`src/rtl/cdif_pkg.sv`:
```
package cdif_pkg;
  localparam int NIB_W = 4;

  typedef enum logic [3:0] {
    CMD_STATUS  = 4'h0,
    CMD_STOP    = 4'h1,
    CMD_TOC     = 4'h2,
    CMD_READ    = 4'h3,
    CMD_SEEK    = 4'h4,
    CMD_PAUSE   = 4'h6,
    CMD_RESUME  = 4'h7,
    CMD_FFWD    = 4'h8,
    CMD_REWIND  = 4'h9,
    CMD_INIT    = 4'hA,
    CMD_CLOSE   = 4'hC,
    CMD_OPEN    = 4'hD,
    CMD_UNKNOWN = 4'hF
  } cmd_e;
endpackage

```
`src/rtl/cdif_cmd_window.sv`:
```
module cdif_cmd_window
  import cdif_pkg::*;
#(
  parameter int FRAME_NIBS = 10,
  parameter int SUB_MAX    = 5,
  parameter int CODE_POS   = 0,
  parameter int SUB_POS    = 3,
  localparam int IDX_W     = $clog2(FRAME_NIBS)
) (
  input  logic             clk,
  input  logic             rst_n,
  input  logic             wr_en,
  input  logic [IDX_W-1:0] wr_idx,
  input  logic [NIB_W-1:0] wr_nib,
  input  logic             imp_stb,
  output logic             toc_apply,
  output logic [NIB_W-1:0] toc_lo,
  output cmd_e             cmd_o,
  output logic             valid_o,
  output logic [NIB_W-1:0] sub_o
);
  logic [NIB_W-1:0] nib_q [FRAME_NIBS];

  for (genvar g = 0; g < FRAME_NIBS; g++) begin : g_nib
    logic hit;
    assign hit = wr_en && (wr_idx == IDX_W'(g));
    always_ff @(posedge clk or negedge rst_n) begin
      if (!rst_n)   nib_q[g] <= '0;
      else if (hit) nib_q[g] <= wr_nib;
    end
  end

  logic [NIB_W-1:0] code_n, sub_n;
  logic             sub_ok;
  cmd_e             dec;

  assign code_n = nib_q[CODE_POS];
  assign sub_n  = nib_q[SUB_POS];
  assign sub_ok = (sub_n <= NIB_W'(SUB_MAX));

  always_comb begin
    case (code_n)
      4'h0, 4'h1, 4'h3, 4'h4, 4'h6, 4'h7,
      4'h8, 4'h9, 4'hA, 4'hC, 4'hD: dec = cmd_e'(code_n);
      4'h2:                         dec = sub_ok ? CMD_TOC : CMD_STATUS;
      default:                      dec = CMD_UNKNOWN;
    endcase
  end

  assign toc_apply = imp_stb && (code_n == 4'h2);
  assign toc_lo    = sub_ok ? sub_n : '1;

  cmd_e             cmd_d;
  logic             valid_d;
  logic [NIB_W-1:0] sub_d;

  always_comb begin
    cmd_d   = cmd_o;
    sub_d   = sub_o;
    valid_d = imp_stb;
    if (imp_stb) begin
      cmd_d = dec;
      sub_d = sub_n;
    end
  end

  always_ff @(posedge clk or negedge rst_n) begin
    if (!rst_n) begin
      cmd_o   <= CMD_STATUS;
      valid_o <= 1'b0;
      sub_o   <= '0;
    end else begin
      cmd_o   <= cmd_d;
      valid_o <= valid_d;
      sub_o   <= sub_d;
    end
  end

  AST_VALID_AFTER_IMPORT: assert property (@(posedge clk) disable iff (!rst_n)
    valid_o |-> $past(imp_stb));
  AST_TOC_SUB_RANGE: assert property (@(posedge clk) disable iff (!rst_n)
    (valid_o && cmd_o == CMD_TOC) |-> (sub_o <= NIB_W'(SUB_MAX)));
endmodule

```
`src/rtl/cdif_stat_export.sv`:
```
module cdif_stat_export
  import cdif_pkg::*;
#(
  parameter int FRAME_NIBS = 10,
  parameter int IRQ_BIT    = 4,
  parameter int MASK_W     = 8,
  localparam int BODY_W    = (FRAME_NIBS - 1) * NIB_W,
  localparam int FRAME_W   = FRAME_NIBS * NIB_W
) (
  input  logic               clk,
  input  logic               rst_n,
  input  logic               exp_stb,
  input  logic [BODY_W-1:0]  body_i,
  input  logic [MASK_W-1:0]  mask_i,
  output logic [FRAME_W-1:0] frame_o,
  output logic               irq_o
);
  function automatic logic [NIB_W-1:0] nib_sum(input logic [BODY_W-1:0] b);
    logic [NIB_W-1:0] s;
    s = '0;
    for (int i = 0; i < FRAME_NIBS - 1; i++) s = s + b[i*NIB_W +: NIB_W];
    return s;
  endfunction

  logic [FRAME_W-1:0] frame_d;
  logic               irq_d;

  always_comb begin
    frame_d = frame_o;
    if (exp_stb) frame_d = {~nib_sum(body_i), body_i};
    irq_d = exp_stb && mask_i[IRQ_BIT];
  end

  always_ff @(posedge clk or negedge rst_n) begin
    if (!rst_n) begin
      frame_o <= {{NIB_W{1'b1}}, {BODY_W{1'b0}}};
      irq_o   <= 1'b0;
    end else begin
      frame_o <= frame_d;
      irq_o   <= irq_d;
    end
  end

  function automatic logic [NIB_W-1:0] full_sum(input logic [FRAME_W-1:0] f);
    logic [NIB_W-1:0] s;
    s = '0;
    for (int i = 0; i < FRAME_NIBS; i++) s = s + f[i*NIB_W +: NIB_W];
    return s;
  endfunction

  AST_CSUM_CLOSES: assert property (@(posedge clk) disable iff (!rst_n)
    full_sum(frame_o) == {NIB_W{1'b1}});
  AST_IRQ_FROM_EXPORT: assert property (@(posedge clk) disable iff (!rst_n)
    irq_o |-> $past(exp_stb && mask_i[IRQ_BIT]));
  AST_EXPORT_RAISES_IRQ: assert property (@(posedge clk) disable iff (!rst_n)
    (exp_stb && mask_i[IRQ_BIT]) |=> irq_o);
endmodule

```
`src/rtl/cdif_frame_unit.sv`:
```
module cdif_frame_unit
  import cdif_pkg::*;
#(
  parameter int FRAME_NIBS = 10,
  parameter int SUB_MAX    = 5,
  parameter int IRQ_BIT    = 4,
  parameter int CTRL_KEEP  = 2,
  localparam int BYTE_W    = 2 * NIB_W,
  localparam int IDX_W     = $clog2(FRAME_NIBS),
  localparam int FRAME_W   = FRAME_NIBS * NIB_W,
  localparam int BODY_W    = (FRAME_NIBS - 1) * NIB_W
) (
  input  logic               clk,
  input  logic               rst_n,
  input  logic               drv_stat_ld,
  input  logic [BYTE_W-1:0]  drv_stat,
  input  logic [BYTE_W-1:0]  drv_min,
  input  logic [BYTE_W-1:0]  drv_sec,
  input  logic [BYTE_W-1:0]  drv_frm,
  input  logic [NIB_W-1:0]   drv_ext,
  input  logic               exp_stb,
  input  logic [BYTE_W-1:0]  irq_mask,
  input  logic               ctrl_wr,
  input  logic [BYTE_W-1:0]  ctrl_wdata,
  input  logic               cmd_wr,
  input  logic [IDX_W-1:0]   cmd_idx,
  input  logic [NIB_W-1:0]   cmd_nib,
  input  logic               imp_stb,
  output logic [FRAME_W-1:0] stat_frame,
  output logic [BYTE_W-1:0]  ctrl_reg,
  output logic               irq_req,
  output logic [NIB_W-1:0]   cmd_code,
  output logic               cmd_valid,
  output logic [NIB_W-1:0]   toc_sub
);
  localparam logic [BYTE_W-1:0] CTRL_MASK = BYTE_W'((1 << CTRL_KEEP) - 1);

  logic             toc_apply;
  logic [NIB_W-1:0] toc_lo;
  cmd_e             dec_cmd;

  cdif_cmd_window #(
    .FRAME_NIBS (FRAME_NIBS),
    .SUB_MAX    (SUB_MAX)
  ) i_cmd (
    .clk       (clk),
    .rst_n     (rst_n),
    .wr_en     (cmd_wr),
    .wr_idx    (cmd_idx),
    .wr_nib    (cmd_nib),
    .imp_stb   (imp_stb),
    .toc_apply (toc_apply),
    .toc_lo    (toc_lo),
    .cmd_o     (dec_cmd),
    .valid_o   (cmd_valid),
    .sub_o     (toc_sub)
  );
  assign cmd_code = dec_cmd;

  // held status byte
  logic [BYTE_W-1:0] stat_q, stat_d;
  always_comb begin
    stat_d = stat_q;
    if (drv_stat_ld) stat_d = drv_stat;
    if (toc_apply)   stat_d[NIB_W-1:0] = toc_lo;
  end

  // host control register
  logic [BYTE_W-1:0] ctrl_d;
  always_comb begin
    ctrl_d = ctrl_reg;
    if (ctrl_wr) ctrl_d = ctrl_wdata;
    if (exp_stb) ctrl_d = ctrl_d & CTRL_MASK;
  end

  always_ff @(posedge clk or negedge rst_n) begin
    if (!rst_n) begin
      stat_q   <= '0;
      ctrl_reg <= '0;
    end else begin
      stat_q   <= stat_d;
      ctrl_reg <= ctrl_d;
    end
  end

  logic [BODY_W-1:0] body;
  assign body = {drv_ext,
                 drv_frm[NIB_W-1:0], drv_frm[BYTE_W-1:NIB_W],
                 drv_sec[NIB_W-1:0], drv_sec[BYTE_W-1:NIB_W],
                 drv_min[NIB_W-1:0], drv_min[BYTE_W-1:NIB_W],
                 stat_q[NIB_W-1:0],  stat_q[BYTE_W-1:NIB_W]};

  cdif_stat_export #(
    .FRAME_NIBS (FRAME_NIBS),
    .IRQ_BIT    (IRQ_BIT),
    .MASK_W     (BYTE_W)
  ) i_exp (
    .clk     (clk),
    .rst_n   (rst_n),
    .exp_stb (exp_stb),
    .body_i  (body),
    .mask_i  (irq_mask),
    .frame_o (stat_frame),
    .irq_o   (irq_req)
  );

  AST_CTRL_TRIMMED: assert property (@(posedge clk) disable iff (!rst_n)
    exp_stb |=> ((ctrl_reg & ~CTRL_MASK) == '0));
  AST_STAT_HI_KEPT: assert property (@(posedge clk) disable iff (!rst_n)
    (imp_stb && !drv_stat_ld) |=> $stable(stat_q[BYTE_W-1:NIB_W]));
endmodule

```
`config.mk`:
```
export PLATFORM = sky130hd
export DESIGN_NAME = cdif_frame_unit
export DESIGN_NICKNAME = d
export VERILOG_FILES = /design/src/rtl/cdif_pkg.sv /design/src/rtl/cdif_cmd_window.sv /design/src/rtl/cdif_stat_export.sv /design/src/rtl/cdif_frame_unit.sv
export SDC_FILE = /design/constraint.sdc
export NUM_CORES = 1
export LEC_CHECK = 0
export ABC_AREA = 1
export CAP_MARGIN = 20
export CORE_ASPECT_RATIO = 0.7
export CORE_UTILIZATION = 41
export DETAILED_ROUTE_END_ITERATION = 12
export PLACE_DENSITY = 0.83
export SYNTH_ARGS = -nofsm -noshare
export SYNTH_HDL_FRONTEND = slang
export SYNTH_SLANG_ARGS = --single-unit
```
`constraint.sdc`:
```
create_clock -name clk -period 3.36 [get_ports clk]
set_clock_uncertainty 0.1 [all_clocks]
set_input_delay 0.336 -clock clk [delete_from_list [all_inputs] [get_ports clk]]
set_output_delay 0.336 -clock clk [all_outputs]
set_load 0.01 [all_outputs]
```
After elaboration in Yosys (flattened, before gate mapping)

Cells that the tools add are included.
Widths: inputs -> output; s select.

Register bits after elaboration: 74
Logic and storage cells: 49
Input bits: 67
Output and inout port bits: 58

Equality and inequality tests: 12
Reduce and logical (&&, ||, !) cells: 9
$lt $le $gt $ge: 1
Mux-type cells: 7
Bitwise operators: 1
Add/sub/neg operators: 8

Operators by type and width:

| cell               | number |
|---|---|
| $add 4x4->4        | 8 |
| $eq 4x4->1 const B | 5 |
| $mux 8             | 2 |
| $eq 4x2->1 const B | 3 |
| $eq 4x3->1 const B | 3 |
| $mux 4             | 3 |
| $reduce_or 11->1   | 1 |
| $logic_not 4->1    | 2 |
| $pmux 4 s2         | 1 |
| $eq 4x1->1 const B | 1 |
| $le 4x3->1 const B | 1 |
| $logic_and 1x1->1  | 4 |
| $not 4->4          | 1 |
| $reduce_bool 2->1  | 2 |
| $mux 2             | 1 |

Longest topological paths before layout

Gate-level depths: netlist of run 1.

Depth in word-level cells: 9
Mapped depth: 21
Gate-level depth less buffers: 21

Cells and area by module

A second synthesis of run 1 with hierarchy kept.

Cells, all modules: 431
Area total of the unflattened synthesis: 3624.7 um^2

By module, submodules not included:

| module           | cells each | sequential area each (um^2) | area an instance (um^2) | instances |
|---|---|---|---|---|
| cdif_stat_export | 257        | 1031.0                      | 2202.1                  | 1 |
| cdif_cmd_window  | 91         | 425.4                       | 757.0                   | 1 |
| cdif_frame_unit  | 83         | 400.4                       | 665.6                   | 1 |

Worst setup path after synthesis of run 1

OpenSTA, ideal clock, no wires.

Path type: input -> register
Start point: in drv_min[2]
End point: reg i_exp.frame_o[39]
Data required time: 3183 ps
Setup time: 77 ps
Stages: 16
Setup slack: -31 ps
Data arrival time: 3214 ps
Path through: fa_1 -> inv_1 -> fa_1 -> fa_1 -> inv_1 -> fa_1 -> ha_1 -> nand3b_1 -> nand2_1 -> inv_1 -> nand3_1 -> nand2_1 -> inv_1 -> nand2_1 -> nand3_1 -> nand2_1

Longest elaborated chain between the ends: 7

Ends and longest elaborated chain:

| what                     | RTL line               | source |
|---|---|---|
| start, declared          | cdif_frame_unit.sv:17  | `input logic [BYTE_W-1:0] drv_min,` |
| $add 4x4->4 (6 in a row) | cdif_stat_export.sv:21 | `for (int i = 0; i < FRAME_NIBS - 1; i++) s = s + b[i*NIB_W +: NIB_W];` |
| $not 4->4                | cdif_stat_export.sv:30 | `if (exp_stb) frame_d = {~nib_sum(body_i), body_i};` |
| end signal, assigned     | cdif_stat_export.sv:36 | `frame_o <= {{NIB_W{1'b1}}, {BODY_W{1'b0}}};` |
| end signal, assigned     | cdif_stat_export.sv:39 | `frame_o <= frame_d;` |
| end, declared            | cdif_stat_export.sv:15 | `output logic [FRAME_W-1:0] frame_o,` |

No other way between the ends.
A chain may end at the register's enable or synchronous reset.

Worst setup path in the final report of run 1

Start point: reg stat_q[2]
End point: reg i_exp.frame_o[39]

Longest elaborated chain between the ends: 9

Ends and longest elaborated chain:

| what                     | RTL line               | source |
|---|---|---|
| start, declared          | cdif_frame_unit.sv:61  | `logic [BYTE_W-1:0] stat_q, stat_d;` |
| start signal, assigned   | cdif_frame_unit.sv:81  | `stat_q <= stat_d;` |
| $add 4x4->4 (8 in a row) | cdif_stat_export.sv:21 |  |
| $not 4->4                | cdif_stat_export.sv:30 |  |

No other way between the ends.

==> results of run 1 <==
worst reg2reg max path, stage by stage (launching register included):
cell and delay (ns):
dfrtp_1 0.39, fa_1 0.51, inv_1 0.05, fa_1 0.47
fa_1 0.52, inv_2 0.05, fa_2 0.54, ha_2 0.17
nand3b_1 0.11, nand2_1 0.07, inv_1 0.07, nand3_1 0.09
nand2_1 0.10, inv_1 0.04, nand2_1 0.05, nand3_1 0.06
nand2_1 0.07
synthesized netlist by cell type, drive strengths merged:
cell type	instances	area share
o22ai	1	0.0017
a21o	1	0.0021
xor2	2	0.0069
ha	4	0.014
or2	1	0.0017
xnor2	3	0.0073
a31oi	3	0.0052
nor2	12	0.018
dfrtp	70	0.48
nand2	150	0.16
o21ai	49	0.069
nand3b	2	0.0041
dfstp	4	0.029
mux2	2	0.0062
clkbuf	7	0.0073
fa	16	0.088
nand4	1	0.0017
a21oi	3	0.0041
buf	5	0.0076
inv	61	0.064
nand3	13	0.019
power groups by stage:
stage          sequential, mW  combinational (mW)  clock [mW]
2_1_floorplan            1.18               0.476           0
3_3_place_gp             1.14               0.907           0
3_5_place_dp             1.15               0.959           0
4_1_cts                  1.13               0.974       0.946
5_1_grt                  1.15                1.09       0.977
6_report                 1.13               0.974       0.923
per-stage QoR:
step | setup WS [ns] | utilization
after floorplan | 0.00289 | -
after global placement | -0.553 | 0.577
after detailed placement | -0.661 | 0.577
after CTS | -0.106 | 0.611
after global routing | -0.300 | 0.611
final | -0.144 | 0.611
cell type report:
type / count / area share
clock inverter: 3 / 0.00433
multi-input combinational: 263 / 0.287
sequential: 74 / 0.357
tap: 120 / 0.0289
clock buffer: 13 / 0.0520
inverter: 61 / 0.0445
timing repair buffer: 120 / 0.226
layer usage:
metal	share of wire	vias up	track usage	routed length (µm)
met5	0	-	0	0
met4	0.0094	0	0.0623	82
met3	0.054	9	0.0483	472
met2	0.47	97	0.338	4070
met1	0.47	1451	0.259	4060
li1	-	1493	-	-
worst max-delay path by stage:
stage,slack (ns),end,from
floorplan,0.003,i_exp.frame_o[39]$_DFFE_PN1P_,drv_sec[6]
global placement,-0.55,i_exp.frame_o[39]$_DFFE_PN1P_,drv_sec[6]
detailed placement,-0.66,i_exp.frame_o[39]$_DFFE_PN1P_,drv_sec[6]
CTS,-0.11,i_exp.frame_o[39]$_DFFE_PN1P_,stat_q[2]$_DFFE_PN0P_
global route,-0.30,i_exp.frame_o[39]$_DFFE_PN1P_,stat_q[2]$_DFFE_PN0P_
finish,-0.14,i_exp.frame_o[39]$_DFFE_PN1P_,stat_q[2]$_DFFE_PN0P_
what timing repair did:
item,CTS,global route
endpoints found under the setup margin,2,1
gates resized for setup,22,1
pin swaps,11,0
cloned,0,0
cells by family after synthesis:
kind of cell | share of synthesized area
AND/OR/NAND/NOR | 0.204
flip-flops | 0.513
buffers and inverters | 0.0788
AO/OA/AOI/OAI | 0.0819
adder cells (fa/ha/maj) | 0.102
XOR/XNOR | 0.0142
multiplexers | 0.00622
==> results.md, run 1 <==
* Clock power frac at 0.305
* Post-Syn Area per Cell at ~8.8 µm²
* Max Cap Viol at 0
* Gr usage total at 0.201
* Comb power frac at 0.321
* Crit path max-delay family: adder cells
* Die Height at just over 80 µm
* Layout Cell Area excl Fill at between 0.005 and 0.006 mm²
* First-pass GRT wire length at 14100 µm
* Placer Congestion at a little over 0.8
* Reg2reg start: stat_q[2]$_DFFE_PN0P_
* Setup TNS at -0.144 ns
* Status: complete, but fails checks
* Clock Sink Count at 74
* Bufs on Longest Clock Path at 2
* Crit-path cells: fa_1, inv_1, fa_1, fa_1, inv_2, fa_2, ha_2, nand3b_1, nand2_1, inv_1, nand3_1, nand2_1, inv_1, nand2_1, nand3_1, nand2_1
* Critical path depth at 16
* DP Area at ~0.0049 mm²
* Commonest non-fill, non-tap cell in the layout: nand2_1
* Setup slack after layout at -0.144 ns
* Rel. slew slack at 0.352
* Initial core utilization at 0.425
* Cell Int Power at slightly above 2 mW
* Kind of critical path: reg2reg
* Netlist Area Pre-Place at about 0.0036 mm²
* Biggest cell delay along the critical path at approximately 0.54 ns
* CTS tree: built
* Fraction of the yosys area taken by sequential cells at 0.513
* R2r endpoint: i_exp.frame_o[39]$_DFFE_PN1P_
* Port Buffers at between 100 and 150
* Nets at just over 600
* Crit path top cell by count: nand2_1
* Crit path capture type: register
* Slowest cell on the critical path: fa_2
* Dpl cells at 638
* R2R setup slack at -0.14 ns
* Max-slew violation count at 0
* Site row count at 28
* Drt initial violations at 132
* Filler cell count at ~740
* Fin Hold WS at roughly 0.051 ns
* Worst VDD drop at 0.283 mV
* GRT overflow at 0
* Pwr Total at approximately 3 mW
* Non-Filler Instances at 654
* Vias in the first global route at 3031
* Syn Inst Count at between 400 and 500
* Most frequent cells in the layout: nand2_1 (147), clkdlybuf4s50_1 (104), dfrtp_1 (70), inv_1 (52), o21ai_0 (46)
* Clock period minus worst slack at approximately 3.5 ns
* Antenna fix cells at 0
* Setup crit start kind: register
* DP Wirelength at between 6000 and 7000 µm
* Synth cell types at 32
* Drt first pass iters at 4
* Worst slew pin tran at ~0.97 ns
* Net Sw Power at about 0.95 mW
* Post-CTS Hold Buffers at 0
* DRT antenna net count at 0
* Switch share at 0.314
* Via/cell ratio at between 4 and 5
* Area growth from synthesis to layout at 43.7%
* Initial antenna violation count at 0
* Root Buffer: clkbuf_16
* Worst-case reg-to-reg path depth at 16
* Failing checks: setup timing
* CP arrival at 3.67 ns
* Largest net degree at the start of global routing at between 70 and 80
* Syn. warnings at 0
* IO Pins at ~130
* H-tree Lvls at 3
* Postcts setup bufs at 0
* Die area at about 0.0092 mm²
* Detailed Route WL at 8680 µm
* Largest register FFs at 40
* RSZ-0062 raised after global routing: true
* Endpoints failing hold at 0
* Die width at 114 µm
* Syn_nets at a little under 500
* Max FO, Critical Path at 2
* Hold Crit Class: in2async
* Yosys reg bits at 74
* Vias post-DR at between 3000 and 4000
* Core Area at approximately 0.0085 mm²
* Crit path buf inv count at 4
* Tcrit/Tclk final at 1.04
* Final setup fails at 1
* Leakage at ~2.5 nW
* Fmax at approximately 0.29 GHz
* Multi-input gate area at between 0.001 and 0.0015 mm²
* CTS Buf Count at 9
* Sequential power share at 0.374
* Power per cell area at 583 mW/mm²
* Clk Latency, worst-skew pair at ~0.33 ns
* # DRC at 0
* Clock transition at path regs at 0.06 ns
* Layout cells sized above 1 at 0.0918
* Wire per inst at about 13 µm
* CP Data Required Time at roughly 3.5 ns
* Register area at roughly 0.0019 mm²
(Power assumes the default switching activity.)
==> inputs of run 2 (changes only) <==
--- a/config.mk
+++ b/config.mk
@@ -8,9 +8,9 @@
 export ABC_AREA = 1
 export CAP_MARGIN = 20
 export CORE_ASPECT_RATIO = 0.7
-export CORE_UTILIZATION = 41
+export CORE_UTILIZATION = 46
 export DETAILED_ROUTE_END_ITERATION = 12
-export PLACE_DENSITY = 0.83
+export PLACE_DENSITY = 0.88
 export SYNTH_ARGS = -nofsm -noshare
 export SYNTH_HDL_FRONTEND = slang
 export SYNTH_SLANG_ARGS = --single-unit
==> constraint.sdc (replaced) <==
create_clock -name clk -period 3.9 [get_ports clk]
set_clock_uncertainty 0.1 [all_clocks]
set_input_delay 0.39 -clock clk [delete_from_list [all_inputs] [get_ports clk]]
set_output_delay 0.39 -clock clk [all_outputs]
set_load 0.01 [all_outputs]
==> results.md, run 2 (synthesized netlist as in run 1, its figures left out) <==
* Bufs on Longest Clock Path at 2 (unchanged)
* Detailed Route WL at 8510 µm (-2.0%)
* Nets at 614 (-0.32%)
* Fin Hold WS at 0.0771 ns (+0.0257 ns)
* Antenna fix cells at 0 (unchanged)
* Initial core utilization at 0.486 (+0.0607)
* Wire per inst at 13.5 µm (+1.8%)
* Drt first pass iters at 4 (unchanged)
* Crit path capture: i_exp.frame_o[39]$_DFFE_PN1P_
* Worst slack, placed at -0.286 ns (+0.375 ns)
* Max Cap Viol at 0 (unchanged)
* Core Area at 0.00745 mm² (-12%)
* Crit-path cells: clkdlybuf4s50_1, fa_1, inv_1, fa_1, fa_1, inv_1, fa_2, ha_1, nand3b_1, nand2_1, inv_1, nand3_1, nand2_1, inv_1, nand2_1, nand3_1, nand2_1
* Root Buffer: clkbuf_8
* Kind of critical path: in2reg
* Die Height at 76.2 µm (-5.5%)
* Port Buffers at 117 (unchanged)
* Leakage at 2.49 nW (-1.4%)
* Vias in the first global route at 3054 (+0.76%)
* CP startpoint: drv_sec[2]
* Crit path capture type: register
* Clock transition at path regs at 0.07 ns (about the same)
* Layout cells sized above 1 at 0.0714 (-0.0203)
* Placer Congestion at 0.817 (+1.1%)
* Reg2reg start: stat_q[6]$_DFFE_PN0P_
* Slowest cell on the critical path: fa_2
* CTS tree: built
* Max FO, Critical Path at 2 (unchanged)
* Clock period minus worst slack at 3.78 ns
* Commonest non-fill, non-tap cell in the layout: nand2_1
* Drt initial violations at 161 (+22%)
* # DRC at 0 (unchanged)
* H-tree Lvls at 3 (unchanged)
* Fmax at about 0.26 GHz
* GRT overflow at 0 (unchanged)
* CTS Buf Count at 9 (unchanged)
* Endpoints failing hold at 0 (unchanged)
* Die area at 0.00823 mm² (-11%)
* Clk Latency, worst-skew pair at 0.34 ns (about the same)
* Most frequent cells in the layout: nand2_1 (147), clkdlybuf4s50_1 (114), dfrtp_1 (70), inv_1 (58), o21ai_0 (46)
* Non-Filler Instances at 630 (-3.7%)
* DP Area at 0.00486 mm² (-0.92%)
* Max-slew violation count at 0 (unchanged)
* Rel. slew slack at 0.343 (-0.00919)
* Dpl cells at 614 (-3.8%)
* Tcrit/Tclk final at 0.970
* Status: finished, final reports clean
* IO Pins at 125 (unchanged)
* CP Data Required Time at 4.07 ns (+0.54 ns)
* Site row count at 26 (-7.1%)
* Setup slack after layout at 0.117 ns (+0.261 ns)
* Area growth from synthesis to layout at 39.9%
* DP Wirelength at 6310 µm (-2.5%)
* Hold Crit Class: in2async
* R2R setup slack at 0.27 ns (+0.41 ns)
* Worst VDD drop at 0.207 mV (-27%)
* RSZ-0062 raised after global routing: false
* Final setup fails at 0 (-1)
* CP arrival at 3.96 ns (+0.29 ns)
* First-pass GRT wire length at 14200 µm (+0.63%)
* Initial antenna violation count at 0 (unchanged)
* Clock Sink Count at 74 (unchanged)
* Layout Cell Area excl Fill at 0.00506 mm² (-2.6%)
* Worst slew pin tran at 0.984 ns (+0.0138 ns)
* Filler cell count at 602 (-19%)
* Worst-case reg-to-reg path depth at 16 (unchanged)
* Die width at 108 µm (-5.5%)
* Vias post-DR at 3071 (+0.69%)
* Biggest cell delay along the critical path at 0.56 ns (+0.02 ns)
* Setup TNS at 0 ns (+0.144 ns)
* Largest net degree at the start of global routing at 75 (unchanged)
* Via/cell ratio at 4.87 (+4.5%)
* DRT antenna net count at 0 (unchanged)
* Setup crit start kind: primary input
* Power per cell area at 466 mW/mm² (-20%)
* Largest register FFs at 40 (unchanged)
* Gr usage total at 0.221 (+0.0198)
* R2r endpoint: i_exp.frame_o[39]$_DFFE_PN1P_
## run 2: cell types whose count changed in the layout (fill, tap and decap cells not counted), sizes merged
cell / previous run / this run
buf: 4 / 2
clkdlybuf4s50: 104 / 114
dlymetal6s2s: 0 / 2
clkinv: 0 / 2
dlygate4sd2: 12 / 0
clkbuf: 13 / 12
clkinvlp: 3 / 2
## run 2: cell type report
cell class              count  area [µm²]  area share
clock buffers              12         165      0.0326
inverters                  61         231      0.0457
clock inverters             4        25.0     0.00494
flip-flops and latches     74        1860       0.367
repair buffers            118        1180       0.233
well taps                  98         123      0.0242
multi-input cells         263        1480       0.293
## run 2: worst min-delay path by stage
stage / from / endpoint / cells after the start
2_1_floorplan: rst_n / ctrl_reg[0]$_DFFE_PN0P_ / 0
3_3_place_gp: i_exp.frame_o[19]$_DFFE_PN0P_ / i_exp.frame_o[19]$_DFFE_PN0P_ / 2
3_5_place_dp: i_exp.frame_o[33]$_DFFE_PN0P_ / i_exp.frame_o[33]$_DFFE_PN0P_ / 2
4_1_cts: rst_n / i_exp.frame_o[27]$_DFFE_PN0P_ / 1
5_1_grt: rst_n / i_exp.frame_o[20]$_DFFE_PN0P_ / 1
6_report: rst_n / i_exp.frame_o[19]$_DFFE_PN0P_ / 1
## run 2: metrics by stage
stage	utilization	power, mW
detailed placement	0.653	1.81
finish	0.680	2.36
CTS	0.679	2.38
global placement	0.653	1.76
global route	0.680	2.52
floorplan	-	1.43
## run 2: metal layers
layer,routed length (µm),vias up,track usage
li1,-,1489,-
met3,623,13,0.0607
met1,3840,1466,0.301
met4,93,0,0.0548
met2,3950,103,0.350
met5,0,-,0
## run 2: power breakdown
part / switching [mW] / internal [mW] / total, mW
sequential: 0.0798 / 0.895 / 0.975
clock: 0.281 / 0.281 / 0.562
combinational: 0.418 / 0.404 / 0.822
## run 2: repair_timing
item	4_1_cts	5_1_grt
gates resized for setup	0	4
endpoints found under the hold margin	0	0
hold buffers	0	0
buffers inserted	0	0
setup endpoints to repair	0	1
## run 2: worst max-delay path: cells and delay by family
family | cells | cell delay (ns)
adders and majority gates | 5 | 2.30
buffers and inverters | 5 | 0.70
and+or+nand+nor | 7 | 0.56
==> inputs of run 3 (changes only) <==
--- a/config.mk
+++ b/config.mk
@@ -5,10 +5,9 @@
 export SDC_FILE = /design/constraint.sdc
 export NUM_CORES = 1
 export LEC_CHECK = 0
-export ABC_AREA = 1
 export CAP_MARGIN = 20
 export CORE_ASPECT_RATIO = 0.7
-export CORE_UTILIZATION = 46
+export CORE_UTILIZATION = 45
 export DETAILED_ROUTE_END_ITERATION = 12
 export PLACE_DENSITY = 0.88
 export SYNTH_ARGS = -nofsm -noshare
==> results.md, run 3 <==
* # DRC at 0 (unchanged)
* FFs w/ async S/R, synth at 1.00 (unchanged)
* Die width at 106 µm (-1.5%)
* Leakage at 2.14 nW (-14%)
* Nets at 456 (-26%)
* Clk Latency, worst-skew pair at 0.34 ns (about the same)
* Fmax at 0.260 GHz (-1.8%)
* Bufs on Longest Clock Path at 2 (unchanged)
* CTS tree: built
* Syn_nets at 334 (-33%)
* Vias in the first global route at 2393 (-22%)
* Worst slew pin tran at 1.05 ns (+0.0673 ns)
* Wire per inst at 14.9 µm (+11%)
* Synth top area share at 0.510 (+0.0265)
* Clock period minus worst slack at 3.85 ns (+0.0675 ns)
* Drt initial violations at 37 (-77%)
* Synth area leader: dfrtp_1
* Area growth from synthesis to layout at 42.4%
* Detailed Route WL at 7060 µm (-17%)
* Rel. slew slack at 0.299 (-0.0439)
* Clock Sink Count at 74 (unchanged)
* RSZ-0062 raised after global routing: true
* Layout cells sized above 1 at 0.241 (+0.169)
* Endpoints failing hold at 0 (unchanged)
* Number of synthesized flops with an enable pin at 0 (unchanged)
* Fin Hold WS at 0.0588 ns (-0.0183 ns)
* Post-Syn Area per Cell at 13.9 µm² (+57%)
* Slowest cell on the critical path: fa_1
* Final setup fails at 0 (unchanged)
* Kind of critical path: in2reg
* Vias post-DR at 2268 (-26%)
* Filler cell count at 569 (-5.5%)
* Post-CTS Hold Buffers at 0 (unchanged)
* Max Cap Viol at 0 (unchanged)
* H-tree Lvls at 3 (unchanged)
* Largest net degree at the start of global routing at 75 (unchanged)
* Drt first pass iters at 5 (+1)
* CP Data Required Time at 4.07 ns (about the same)
* IO Pins at 125 (unchanged)
* Port Buffers at 117 (unchanged)
* Gr usage total at 0.188 (-0.0327)
* Post-synth top cells: dfrtp_1 (70), mux2_2 (55), inv_1 (25), fa_1 (16), nor2_1 (14)
* Site row count at 26 (unchanged)
* Initial core utilization at 0.467 (-0.0191)
* Max FO, Critical Path at 2 (unchanged)
* CP arrival at 4.02 ns (+0.06 ns)
* Netlist Area Pre-Place at 0.00343 mm² (-5.2%)
* Biggest cell delay along the critical path at 0.55 ns (about the same)
* Setup crit start kind: primary input
* Status: finished, final reports clean
* Initial antenna violation count at 0 (unchanged)
* Root Buffer: clkbuf_8
* Synth area leaders: dfrtp_1 (51%), mux2_2 (18%), fa_1 (9.3%)
* Clock transition at path regs at 0.08 ns (about the same)
* First-pass GRT wire length at 11300 µm (-20%)
* Core Area at 0.00735 mm² (-1.3%)
* GRT overflow at 0 (unchanged)
* Via/cell ratio at 4.81 (-1.4%)
* Die Height at 75.1 µm (-1.5%)
* Synth cell types at 25 (-22%)
* Hold Crit Class: in2async
* Setup TNS at 0 ns (unchanged)
* Placer Congestion at 0.776 (-5.0%)
* Crit-path cells: clkdlybuf4s50_1, inv_1, fa_2, fa_2, fa_1, inv_2, fa_1, ha_2, xnor2_2, xnor2_1, xnor3_1, xnor2_1, mux2_4
* Top FF cell, synth: dfrtp_1
* Max-slew violation count at 0 (unchanged)
* Yosys reg bits at 74 (unchanged)
* Crit path capture type: register
* Commonest non-fill, non-tap cell in the layout: clkdlybuf4s50_1
* Largest register FFs at 40 (unchanged)
* DP Wirelength at 5340 µm (-15%)
* Most common cell in the netlist: dfrtp_1
* R2R setup slack at 0.09 ns (-0.18 ns)
* DRT antenna net count at 0 (unchanged)
* Fraction of the yosys area taken by sequential cells at 0.541 (+0.0281)
* Syn Inst Count at 247 (-40%)
* Syn. warnings at 0 (unchanged)
* Die area at 0.00799 mm² (-3.0%)
* Antenna fix cells at 0 (unchanged)
* Tcrit/Tclk final at 0.987 (+0.0173)
* Most frequent cells in the layout: clkdlybuf4s50_1 (106), dfrtp_1 (70), mux2_2 (55), inv_1 (20), nor2_1 (14)
* Power per cell area at 487 mW/mm² (+4.6%)
* Worst VDD drop at 0.229 mV (+11%)
* CTS Buf Count at 9 (unchanged)
[run 3: cell types whose count changed after synthesis, sizes merged, moves of 4 or more]
cell | before | now
inv | 61 | 25
nand3 | 13 | 2
mux2 | 2 | 56
nand2 | 150 | 2
o21ai | 49 | 2
a21oi | 3 | 7
mux2i | 0 | 12
xnor2 | 3 | 13
[run 3: power breakdown]
part | switching [mW] | leakage (nW) | internal, mW | total (mW)
combinational | 0.344 | 1.17 | 0.520 | 0.864
clock | 0.285 | 0.0862 | 0.232 | 0.517
sequential | 0.0870 | 0.878 | 0.912 | 0.999
[run 3: cell families after synthesis]
| group | count (synthesis) | share of synthesized area |
|---|---|---|
| buffers and inverters | 33 | 0.0368 |
| XOR/XNOR | 15 | 0.0423 |
| AO/OA/AOI/OAI | 12 | 0.0190 |
| multiplexers | 68 | 0.220 |
| flip-flops | 74 | 0.541 |
| adder cells (fa/ha/maj) | 20 | 0.108 |
| AND/OR/NAND/NOR | 25 | 0.0332 |
[run 3: layer usage]
metal | routed length, µm | track usage
met1 | 3190 | 0.244
met2 | 3280 | 0.306
met3 | 530 | 0.0597
met4 | 60 | 0.0648
met5 | 0 | 0
[run 3: per-stage QoR]
step / cell area (µm²) / util / power [mW] / instances / setup WS, ns
after floorplan: 3430 / - / 1.49 / 247 / 0.0957
after global placement: 4690 / 0.637 / 1.84 / 454 / -0.456
after detailed placement: 4690 / 0.637 / 1.87 / 454 / -0.554
after CTS: 4870 / 0.662 / 2.41 / 470 / 0.00613
after global routing: 4890 / 0.665 / 2.53 / 472 / -0.0689
final: 4890 / 0.665 / 2.38 / 472 / 0.0499
[run 3: cell type report]
| type | instances | area [µm²] | share of cell area |
|---|---|---|---|
| multi-input cells | 140 | 1470 | 0.300 |
| clock buffers | 10 | 128 | 0.0261 |
| inverters | 25 | 93.8 | 0.0192 |
| flip-flops and latches | 74 | 1860 | 0.380 |
| well taps | 98 | 123 | 0.0251 |
| clock inverters | 6 | 43.8 | 0.00896 |
| repair buffers | 119 | 1170 | 0.240 |
[run 3: repair_timing]
action | 4_1_cts | 5_1_grt
pin swaps | 3 | 12
buffers inserted | 0 | 2
setup endpoints to repair | 1 | 1
gates resized for setup | 12 | 8
[run 3: worst paths after layout]
check	cells after the start	end	from
max	13	i_exp.frame_o[39]$_DFFE_PN1P_	drv_sec[1]
min reg2reg	2	i_exp.frame_o[37]$_DFFE_PN1P_	i_exp.frame_o[37]$_DFFE_PN1P_
min in group clk	2	i_exp.frame_o[29]$_DFFE_PN0P_	drv_frm[1]
max in group asynchronous	1	i_exp.frame_o[1]$_DFFE_PN0P_	rst_n
min	1	i_exp.frame_o[28]$_DFFE_PN0P_	rst_n
max reg2reg	12	i_exp.frame_o[39]$_DFFE_PN1P_	stat_q[2]$_DFFE_PN0P_
[run 3: critical path: cells and delay by family]
kind | cells | cell delay (ns)
xor gates and xnor gates | 4 | 0.73
adders and majority gates | 5 | 2.04
buffers and inverters | 3 | 0.60
muxes | 1 | 0.25
